File: src/rtl/flash_seq_pkg.sv
package flash_seq_pkg;

    typedef enum logic [2:0] {
        OP_WREN  = 3'd0,
        OP_PROG  = 3'd1,
        OP_READ  = 3'd2,
        OP_STAT  = 3'd3,
        OP_ER4K  = 3'd4,
        OP_ER64K = 3'd5
    } flash_op_e;

    typedef enum logic [2:0] {
        ST_IDLE,
        ST_WEN_SHIFT,
        ST_WEN_GAP,
        ST_CMD_SHIFT,
        ST_WR_FETCH,
        ST_WR_SHIFT,
        ST_RD_SHIFT,
        ST_END_GAP
    } seq_state_e;

    localparam logic [7:0] CMD_WREN  = 8'h06;
    localparam logic [7:0] CMD_PROG  = 8'h02;
    localparam logic [7:0] CMD_READ  = 8'h03;
    localparam logic [7:0] CMD_STAT  = 8'h05;
    localparam logic [7:0] CMD_ER4K  = 8'h20;
    localparam logic [7:0] CMD_ER64K = 8'hD8;

    function automatic logic [7:0] op_to_cmd(input flash_op_e op);
        case (op)
            OP_PROG:  return CMD_PROG;
            OP_READ:  return CMD_READ;
            OP_STAT:  return CMD_STAT;
            OP_ER4K:  return CMD_ER4K;
            OP_ER64K: return CMD_ER64K;
            default:  return CMD_WREN;
        endcase
    endfunction

endpackage

File: src/rtl/flash_spi_shifter.sv
module flash_spi_shifter #(
    parameter int HALF_DIV = 2
) (
    input  logic        clk,
    input  logic        rst_n,
    input  logic        start,
    input  logic [5:0]  nbits,
    input  logic [31:0] word,
    input  logic        miso,
    output logic        done,
    output logic [7:0]  rx_byte,
    output logic        sck,
    output logic        mosi
);
    localparam int DW = (HALF_DIV > 1) ? $clog2(HALF_DIV) : 1;
    localparam logic [DW-1:0] DIV_LAST = DW'(HALF_DIV - 1);

    logic          busy_q;
    logic          sck_q;
    logic          done_q;
    logic [31:0]   shreg_q;
    logic [5:0]    left_q;
    logic [DW-1:0] div_q;
    logic [7:0]    rx_q;

    always_ff @(posedge clk or negedge rst_n) begin
        if (!rst_n) begin
            busy_q  <= 1'b0;
            sck_q   <= 1'b1;
            done_q  <= 1'b0;
            shreg_q <= '0;
            left_q  <= '0;
            div_q   <= '0;
            rx_q    <= '0;
        end else begin
            done_q <= 1'b0;
            if (start && !busy_q) begin
                busy_q  <= 1'b1;
                sck_q   <= 1'b0;
                shreg_q <= word;
                left_q  <= nbits;
                div_q   <= '0;
            end else if (busy_q) begin
                if (div_q == DIV_LAST) begin
                    div_q <= '0;
                    if (!sck_q) begin
                        sck_q  <= 1'b1;
                        rx_q   <= {rx_q[6:0], miso};
                        left_q <= left_q - 6'd1;
                    end else if (left_q == 6'd0) begin
                        busy_q <= 1'b0;
                        done_q <= 1'b1;
                    end else begin
                        sck_q   <= 1'b0;
                        shreg_q <= {shreg_q[30:0], 1'b0};
                    end
                end else begin
                    div_q <= div_q + DW'(1);
                end
            end
        end
    end

    assign done    = done_q;
    assign rx_byte = rx_q;
    assign sck     = sck_q;
    assign mosi    = shreg_q[31];

    AST_MOSI_ON_FALL: assert property (@(posedge clk) disable iff (!rst_n)
        !$fell(sck_q) |-> $stable(shreg_q[31]));
    AST_NO_RESTART: assert property (@(posedge clk) disable iff (!rst_n)
        start |-> !busy_q);

endmodule

File: src/rtl/flash_cs_gap.sv
module flash_cs_gap #(
    parameter int GAP_CYC = 4
) (
    input  logic clk,
    input  logic rst_n,
    input  logic run,
    output logic expired
);
    localparam int CW = (GAP_CYC > 1) ? $clog2(GAP_CYC) : 1;
    localparam logic [CW-1:0] CNT_LAST = CW'(GAP_CYC - 1);

    logic [CW-1:0] cnt_q;

    assign expired = run && (cnt_q == CNT_LAST);

    always_ff @(posedge clk or negedge rst_n) begin
        if (!rst_n)
            cnt_q <= '0;
        else if (!run || expired)
            cnt_q <= '0;
        else
            cnt_q <= cnt_q + CW'(1);
    end

endmodule

File: src/rtl/flash_cmd_seq.sv
module flash_cmd_seq
    import flash_seq_pkg::*;
#(
    parameter int HALF_DIV   = 2,
    parameter int PAGE_BYTES = 256,
    parameter int LEN_W      = 10
) (
    input  logic             clk,
    input  logic             rst_n,
    input  logic             req_valid,
    output logic             req_ready,
    input  logic [2:0]       req_op,
    input  logic [23:0]      req_addr,
    input  logic [LEN_W-1:0] req_len,
    input  logic [7:0]       wr_data,
    input  logic             wr_valid,
    output logic             wr_ready,
    output logic [7:0]       rd_data,
    output logic             rd_valid,
    output logic             done,
    output logic             err,
    output logic             spi_cs_n,
    output logic             spi_sck,
    output logic             spi_mosi,
    input  logic             spi_miso
);
    localparam int PG_W    = $clog2(PAGE_BYTES);
    localparam int GAP_CYC = 2 * HALF_DIV;

    seq_state_e       state_q, state_d;
    flash_op_e        op_q;
    logic [23:0]      addr_q;
    logic [LEN_W-1:0] rem_q;
    logic             err_q;
    logic             launched_q;
    logic [7:0]       rd_data_q;
    logic             rd_valid_q;

    logic             eng_start, eng_done, gap_run, gap_exp;
    logic [5:0]       eng_bits;
    logic [31:0]      eng_word;
    logic [7:0]       eng_rx;

    logic             accept;
    logic [LEN_W-1:0] room, len_eff;
    logic             trunc, bad_op;

    assign accept  = req_valid && (state_q == ST_IDLE);
    assign room    = LEN_W'(PAGE_BYTES) - LEN_W'(req_addr[PG_W-1:0]);
    assign trunc   = (req_op == OP_PROG) && (req_len > room);
    assign len_eff = trunc ? room : req_len;
    assign bad_op  = (req_op > OP_ER64K);

    // state register and datapath
    always_ff @(posedge clk or negedge rst_n) begin
        if (!rst_n) begin
            state_q    <= ST_IDLE;
            op_q       <= OP_WREN;
            addr_q     <= '0;
            rem_q      <= '0;
            err_q      <= 1'b0;
            launched_q <= 1'b0;
            rd_data_q  <= '0;
            rd_valid_q <= 1'b0;
        end else begin
            state_q    <= state_d;
            launched_q <= eng_done ? 1'b0 : (launched_q | eng_start);
            rd_valid_q <= (state_q == ST_RD_SHIFT) && eng_done;
            if (accept) begin
                op_q   <= flash_op_e'(req_op);
                addr_q <= req_addr;
                rem_q  <= len_eff;
                err_q  <= trunc || bad_op;
            end
            if ((state_q == ST_WR_SHIFT || state_q == ST_RD_SHIFT) && eng_done)
                rem_q <= rem_q - LEN_W'(1);
            if ((state_q == ST_RD_SHIFT) && eng_done)
                rd_data_q <= eng_rx;
        end
    end

    // next state
    always_comb begin
        state_d = state_q;
        unique case (state_q)
            ST_IDLE: if (req_valid) begin
                case (req_op)
                    OP_READ, OP_STAT:                   state_d = ST_CMD_SHIFT;
                    OP_WREN, OP_PROG, OP_ER4K, OP_ER64K: state_d = ST_WEN_SHIFT;
                    default:                            state_d = ST_END_GAP;
                endcase
            end
            ST_WEN_SHIFT: if (eng_done)
                state_d = (op_q == OP_WREN) ? ST_END_GAP : ST_WEN_GAP;
            ST_WEN_GAP: if (gap_exp) state_d = ST_CMD_SHIFT;
            ST_CMD_SHIFT: if (eng_done) begin
                if (rem_q == '0 || op_q == OP_ER4K || op_q == OP_ER64K)
                    state_d = ST_END_GAP;
                else if (op_q == OP_PROG)
                    state_d = ST_WR_FETCH;
                else
                    state_d = ST_RD_SHIFT;
            end
            ST_WR_FETCH: if (wr_valid) state_d = ST_WR_SHIFT;
            ST_WR_SHIFT: if (eng_done)
                state_d = (rem_q == LEN_W'(1)) ? ST_END_GAP : ST_WR_FETCH;
            ST_RD_SHIFT: if (eng_done)
                state_d = (rem_q == LEN_W'(1)) ? ST_END_GAP : ST_RD_SHIFT;
            ST_END_GAP: if (gap_exp) state_d = ST_IDLE;
        endcase
    end

    // outputs
    always_comb begin
        req_ready = (state_q == ST_IDLE);
        wr_ready  = (state_q == ST_WR_FETCH);
        gap_run   = (state_q == ST_WEN_GAP) || (state_q == ST_END_GAP);
        spi_cs_n  = (state_q == ST_IDLE) || gap_run;
        done      = (state_q == ST_END_GAP) && gap_exp;
        eng_start = 1'b0;
        eng_bits  = 6'd8;
        eng_word  = '0;
        unique case (state_q)
            ST_WEN_SHIFT: begin
                eng_start = !launched_q;
                eng_word  = {CMD_WREN, 24'h0};
            end
            ST_CMD_SHIFT: begin
                eng_start = !launched_q;
                if (op_q == OP_STAT) begin
                    eng_word = {CMD_STAT, 24'h0};
                end else begin
                    eng_word = {op_to_cmd(op_q), addr_q};
                    eng_bits = 6'd32;
                end
            end
            ST_WR_FETCH: begin
                eng_start = wr_valid;
                eng_word  = {wr_data, 24'h0};
            end
            ST_RD_SHIFT: eng_start = !launched_q;
            default: ;
        endcase
    end

    assign rd_data  = rd_data_q;
    assign rd_valid = rd_valid_q;
    assign err      = err_q;

    flash_spi_shifter #(.HALF_DIV(HALF_DIV)) u_shift (
        .clk     (clk),
        .rst_n   (rst_n),
        .start   (eng_start),
        .nbits   (eng_bits),
        .word    (eng_word),
        .miso    (spi_miso),
        .done    (eng_done),
        .rx_byte (eng_rx),
        .sck     (spi_sck),
        .mosi    (spi_mosi)
    );

    flash_cs_gap #(.GAP_CYC(GAP_CYC)) u_gap (
        .clk     (clk),
        .rst_n   (rst_n),
        .run     (gap_run),
        .expired (gap_exp)
    );

    AST_SCK_IDLE_HIGH: assert property (@(posedge clk) disable iff (!rst_n)
        spi_cs_n |-> spi_sck);
    AST_SCK_IN_FRAME: assert property (@(posedge clk) disable iff (!rst_n)
        $fell(spi_sck) |-> !spi_cs_n);
    AST_NO_PAGE_OVERRUN: assert property (@(posedge clk) disable iff (!rst_n)
        wr_ready |-> (rem_q != '0));
    AST_READY_IDLE: assert property (@(posedge clk) disable iff (!rst_n)
        req_ready |-> (spi_cs_n && !wr_ready));
    AST_DONE_AFTER_GAP: assert property (@(posedge clk) disable iff (!rst_n)
        done |-> (spi_cs_n && $past(spi_cs_n)));
    AST_RDV_PULSE: assert property (@(posedge clk) disable iff (!rst_n)
        rd_valid |=> !rd_valid);

endmodule

File: config.mk
export PLATFORM = sky130hd
export DESIGN_NAME = flash_cmd_seq
export DESIGN_NICKNAME = d
export VERILOG_FILES = /design/src/rtl/flash_seq_pkg.sv /design/src/rtl/flash_spi_shifter.sv /design/src/rtl/flash_cs_gap.sv /design/src/rtl/flash_cmd_seq.sv
export SDC_FILE = /design/constraint.sdc
export NUM_CORES = 1
export LEC_CHECK = 0
export CORE_MARGIN = 2
export CORE_UTILIZATION = 50
export DETAILED_ROUTE_END_ITERATION = 8
export DONT_BUFFER_PORTS = 1
export PLACE_DENSITY_LB_ADDON = 0.25
export SKIP_LAST_GASP = 1
export SLEW_MARGIN = 0
export SYNTH_ARGS = -nofsm -noshare
export SYNTH_HDL_FRONTEND = slang
export SYNTH_SLANG_ARGS = --single-unit
File: constraint.sdc
create_clock -name clk -period 1.8 [get_ports clk]
set_input_delay 0.54 -clock clk [delete_from_list [all_inputs] [get_ports clk]]
set_output_delay 0.54 -clock clk [all_outputs]
set_load 0.05 [all_outputs]
==> run_summary.xml <==
<?xml version="1.0" encoding="UTF-8"?>
<metrics>
  <group name="status">
    <metric name="status" unit="">finished, violations left</metric>
    <metric name="violations_in_the_final_reports" unit="">hold timing, setup timing</metric>
  </group>
  <group name="placed_design">
    <metric name="numPlacedInstances" unit="">732</metric>
    <metric name="portBuffers" unit="">0</metric>
    <metric name="routabilityCongestion" unit="">0.933</metric>
    <metric name="hpwl" unit="µm">8910</metric>
  </group>
  <group name="synth">
    <metric name="synthesis.nets" unit="">602</metric>
    <metric name="postSynthRegisterBits" unit="">103</metric>
    <metric name="post_synth_most_frequent_cells" unit="">102 x sky130_fd_sc_hd__dfrtp_1, 99 x sky130_fd_sc_hd__nand2_1, 48 x sky130_fd_sc_hd__mux2_2</metric>
    <metric name="post-synth-top-area-fraction" unit="%">46.2</metric>
    <metric name="netlist-cell-type-count" unit="">67</metric>
    <metric name="async_reset_ff_share" unit="%">100</metric>
    <metric name="synth_largest_area_cell" unit="">sky130_fd_sc_hd__dfrtp_1</metric>
    <metric name="synth_seq_area_share" unit="%">46.7</metric>
    <metric name="post_synth_inst_count" unit="">537</metric>
    <metric name="synthesis.area_per_instance" unit="µm²">10.3</metric>
    <metric name="count_leader_synth" unit="">sky130_fd_sc_hd__dfrtp_1</metric>
    <metric name="synthFlopType" unit="">sky130_fd_sc_hd__dfrtp_1</metric>
    <metric name="synth.cell_area" unit="mm²">0.00553</metric>
    <metric name="synthesis.yosys.warnings" unit="">0</metric>
    <metric name="number_of_synthesized_flops_with_an_enable_pin" unit="">0</metric>
    <metric name="synth_area_leaders" unit="">sky130_fd_sc_hd__dfrtp_1 46%, sky130_fd_sc_hd__mux2_2 9.8%, sky130_fd_sc_hd__nand2_1 6.7%</metric>
  </group>
  <group name="sta">
    <metric name="skew_final" unit="ns">0.0176</metric>
    <metric name="final.setup.tns" unit="ns">-11.35</metric>
    <metric name="max_slew.worst_pin.slew" unit="ns">0.496</metric>
    <metric name="report.final.slew_viol_count" unit="">0</metric>
    <metric name="final_hold_viol_count" unit="">102</metric>
    <metric name="rsz0062_at_grt" unit="">true</metric>
    <metric name="setup_viol_count_final" unit="">51</metric>
    <metric name="clock.fmax" unit="MHz">410</metric>
    <metric name="max-slew-margin-rel" unit="%">66.9</metric>
    <metric name="post-route-period-util" unit="%">135</metric>
    <metric name="worst_slack" unit="ns">-0.638</metric>
    <metric name="fin_worst_hold_slack" unit="ns">-0.148</metric>
    <metric name="final_period_minus_worst_setup_slack" unit="ns">2.44</metric>
  </group>
  <group name="detailed_routing">
    <metric name="routed-via-count" unit="">4599</metric>
    <metric name="totalWireLength" unit="µm">14800</metric>
    <metric name="detail_route.wl_per_cell" unit="µm">18.8</metric>
    <metric name="detail-route-antenna-nets" unit="">0</metric>
    <metric name="detail_route.drc_violations" unit="">0</metric>
    <metric name="routed_via_density" unit="">5.86</metric>
    <metric name="first_iter_violations" unit="">350</metric>
    <metric name="first_drt_pass_iteration_count" unit="">4</metric>
  </group>
  <group name="layout">
    <metric name="layout-drive-gt1-share" unit="%">40.0</metric>
    <metric name="area_growth" unit="%">33.8</metric>
    <metric name="post_layout_nonfiller_instances" unit="">785</metric>
    <metric name="design.final.nets" unit="">705</metric>
    <metric name="antenna_cells_inserted" unit="">0</metric>
  </group>
  <group name="min_path">
    <metric name="worst_hold_class" unit="">input port to async pin</metric>
  </group>
  <group name="worst_setup_path">
    <metric name="reg2regPathDepth" unit="">7</metric>
    <metric name="endpoint_kind" unit="">flip-flop</metric>
    <metric name="critPathMaxFanout" unit="">4</metric>
    <metric name="setup.reg_to_reg.worst_slack" unit="ns">-0.19</metric>
    <metric name="worst_ep_arrival_time" unit="ns">2.77</metric>
    <metric name="cpMostUsedCell" unit="">sky130_fd_sc_hd__buf_4</metric>
    <metric name="worstPathCellList" unit="">nor4_4, nand2_1, xnor2_2, ha_1, a21o_1, a211oi_2, buf_4, nand4_1, buf_4, a21oi_1, or3_1</metric>
    <metric name="reg2reg_to" unit="">rem_q[8]</metric>
    <metric name="critPathMaxStageDelay" unit="ns">0.30</metric>
    <metric name="worst_endpoint_required_time" unit="ns">2.13</metric>
    <metric name="timing.critical_path.from_type" unit="">input port</metric>
    <metric name="critPathSlowestCell" unit="">sky130_fd_sc_hd__ha_1</metric>
    <metric name="criticalPathCategory" unit="">input port to flip-flop</metric>
    <metric name="regToRegStartpoint" unit="">state_q[0]</metric>
  </group>
  <group name="clocking">
    <metric name="cts_root_buffer" unit="">sky130_fd_sc_hd__clkbuf_8</metric>
    <metric name="clk_path_buf_depth" unit="">2</metric>
    <metric name="cts_tree" unit="">built</metric>
    <metric name="inserted_clock_buffers" unit="">9</metric>
    <metric name="h-tree-depth" unit="">3</metric>
    <metric name="clk_slew_on_worst_s_h_paths" unit="ns">0.11</metric>
    <metric name="clock_sink_count" unit="">103</metric>
    <metric name="insertion_delay" unit="ns">0.38</metric>
  </group>
  <group name="pwr">
    <metric name="vdd_ir_drop_max" unit="mV">0.600</metric>
    <metric name="power" unit="mW">5.09</metric>
    <metric name="clock_power_share" unit="%">31.0</metric>
    <metric name="netSwitchingPower" unit="mW">1.47</metric>
    <metric name="cellPowerDensity" unit="mW/mm²">688</metric>
    <metric name="intPower" unit="mW">3.62</metric>
    <metric name="power_frac_comb" unit="%">21.5</metric>
    <metric name="power.share.sequential" unit="%">47.5</metric>
    <metric name="power.leakage" unit="nW">3.45</metric>
    <metric name="power_switching_share" unit="%">28.9</metric>
  </group>
  <group name="die">
    <metric name="site_row_count" unit="">38</metric>
    <metric name="starting_density_of_the_core" unit="%">51.2</metric>
    <metric name="die_area" unit="mm²">0.0119</metric>
    <metric name="boundaryPins" unit="">66</metric>
    <metric name="die_h" unit="µm">109</metric>
    <metric name="core_area" unit="mm²">0.0108</metric>
    <metric name="chipWidth" unit="µm">109</metric>
  </group>
  <group name="grt">
    <metric name="number_of_global_route_vias_before_repair" unit="">4540</metric>
    <metric name="maximum_number_of_pins_on_one_net_before_global_route_repair" unit="">104</metric>
    <metric name="initial_antenna_violation_count" unit="">0</metric>
    <metric name="gr-usage-all-layers" unit="%">24.5</metric>
    <metric name="globalRoute.totalOverflow" unit="">0</metric>
    <metric name="grt_first_pass_wirelength" unit="µm">22400</metric>
  </group>
  <group name="job">
    <metric name="drv.max_cap_violation_count" unit="">0</metric>
  </group>
</metrics>
## metal layers
metal,vias to the layer above,routed length (µm),global-route usage (%)
met5,-,0,0
met4,0,240,7.69
met3,21,749,5.74
met2,139,7350,40.2
met1,2292,6410,32.0
li1,2147,-,-
## layout by cell type (no fill, tap or decap), types with 3 or more instances in the layout
cell,instances
sky130_fd_sc_hd__a211oi_2,5
sky130_fd_sc_hd__a21o_1,7
sky130_fd_sc_hd__a21oi_1,13
sky130_fd_sc_hd__a22o_1,30
sky130_fd_sc_hd__a311o_1,3
sky130_fd_sc_hd__a31oi_1,6
sky130_fd_sc_hd__buf_12,12
sky130_fd_sc_hd__buf_4,75
sky130_fd_sc_hd__buf_6,24
sky130_fd_sc_hd__buf_8,4
sky130_fd_sc_hd__clkbuf_16,3
sky130_fd_sc_hd__clkbuf_8,9
sky130_fd_sc_hd__dfrtp_1,100
sky130_fd_sc_hd__ha_1,13
sky130_fd_sc_hd__inv_1,16
sky130_fd_sc_hd__mux2_2,35
sky130_fd_sc_hd__mux2_4,13
sky130_fd_sc_hd__mux2i_1,4
sky130_fd_sc_hd__nand2_1,82
sky130_fd_sc_hd__nand2_2,15
sky130_fd_sc_hd__nand2_4,3
sky130_fd_sc_hd__nand3_1,8
sky130_fd_sc_hd__nand3b_1,4
sky130_fd_sc_hd__nand4_1,5
sky130_fd_sc_hd__nor2_1,25
sky130_fd_sc_hd__nor2b_1,5
sky130_fd_sc_hd__nor3_1,8
sky130_fd_sc_hd__nor4_1,9
sky130_fd_sc_hd__o211ai_1,4
sky130_fd_sc_hd__o21ai_0,9
sky130_fd_sc_hd__o21ai_1,3
sky130_fd_sc_hd__xnor2_1,3
sky130_fd_sc_hd__xor2_1,7
## worst max-delay path: cells and delay by family
family	cells	cell delay, ns
simple gates	4	0.78
buf+inv	2	0.43
xor+xnor	1	0.16
compound gates	3	0.54
fa+ha+maj	1	0.30
## state kept, by name, summed over array words and instances (netlist names)
register,count
rd_data,8
rd_valid,1
u_shift.div_q,1
u_shift.busy_q,1
state_q,3
launched_q,1
op_q,3
u_shift.left_q,6
u_shift.rx_byte,8
rem_q,10
u_shift.done,1
u_gap.cnt_q,2
u_shift.shreg_q,32
err,1
addr_q,24
u_shift.sck,1
## worst max path at each step
stage | depth (start not counted) | endpoint | from
after floorplan | 9 | rem_q[1] | req_addr[3]
after global placement | 8 | rem_q[6] | req_addr[3]
after detailed placement | 8 | rem_q[6] | req_addr[3]
after CTS | 8 | rem_q[6] | req_addr[4]
after global routing | 11 | err | req_addr[4]
final | 11 | rem_q[1] | req_addr[4]
## stage by stage
step	util (%)	instance area [µm²]	hold slack, ns	setup WS [ns]
2_1_floorplan	-	5650	0.244	-0.901
3_3_place_gp	58.5	6310	0.247	-0.969
3_5_place_dp	58.5	6310	0.246	-1.00
4_1_cts	65.5	7070	-0.176	-0.518
5_1_grt	68.5	7390	-0.190	-0.716
6_report	68.5	7390	-0.148	-0.638
## cells by family after synthesis
| logic type | share of synthesized area, % |
|---|---|
| xor gates and xnor gates | 1.90 |
| adders and majority gates | 3.40 |
| muxes | 10.5 |
| AOI/OAI and AO/OA | 15.0 |
| buffers and inverters | 4.66 |
| DFF | 46.7 |
| and+or+nand+nor | 17.8 |
## power groups by stage
stage	registers (mW)	logic (mW)	clock network, mW
finish	2.42	1.09	1.58
detailed placement	2.47	0.766	0
global route	2.43	1.16	1.73
global placement	2.47	0.750	0
floorplan	2.45	0.504	0
CTS	2.42	0.957	1.61
## final cells by class
cell class                      instances  area (µm²)
Multi-Input combinational cell        388        3080
Fill cell                             769        3400
Clock inverter                          7        98.8
Tap cell                              140         175
Clock buffer                            9         124
Sequential cell                       103        2580
Timing Repair Buffer                  120        1260
Inverter                               18        67.6
## what timing repair did
action,CTS,global route
hold endpoints to repair,103,103
cloned,5,4
endpoints found under the setup margin,70,86
setup buffers,22,14
pin swaps,22,36
resized for setup,54,63
Power figures use the tool's default switching activity.
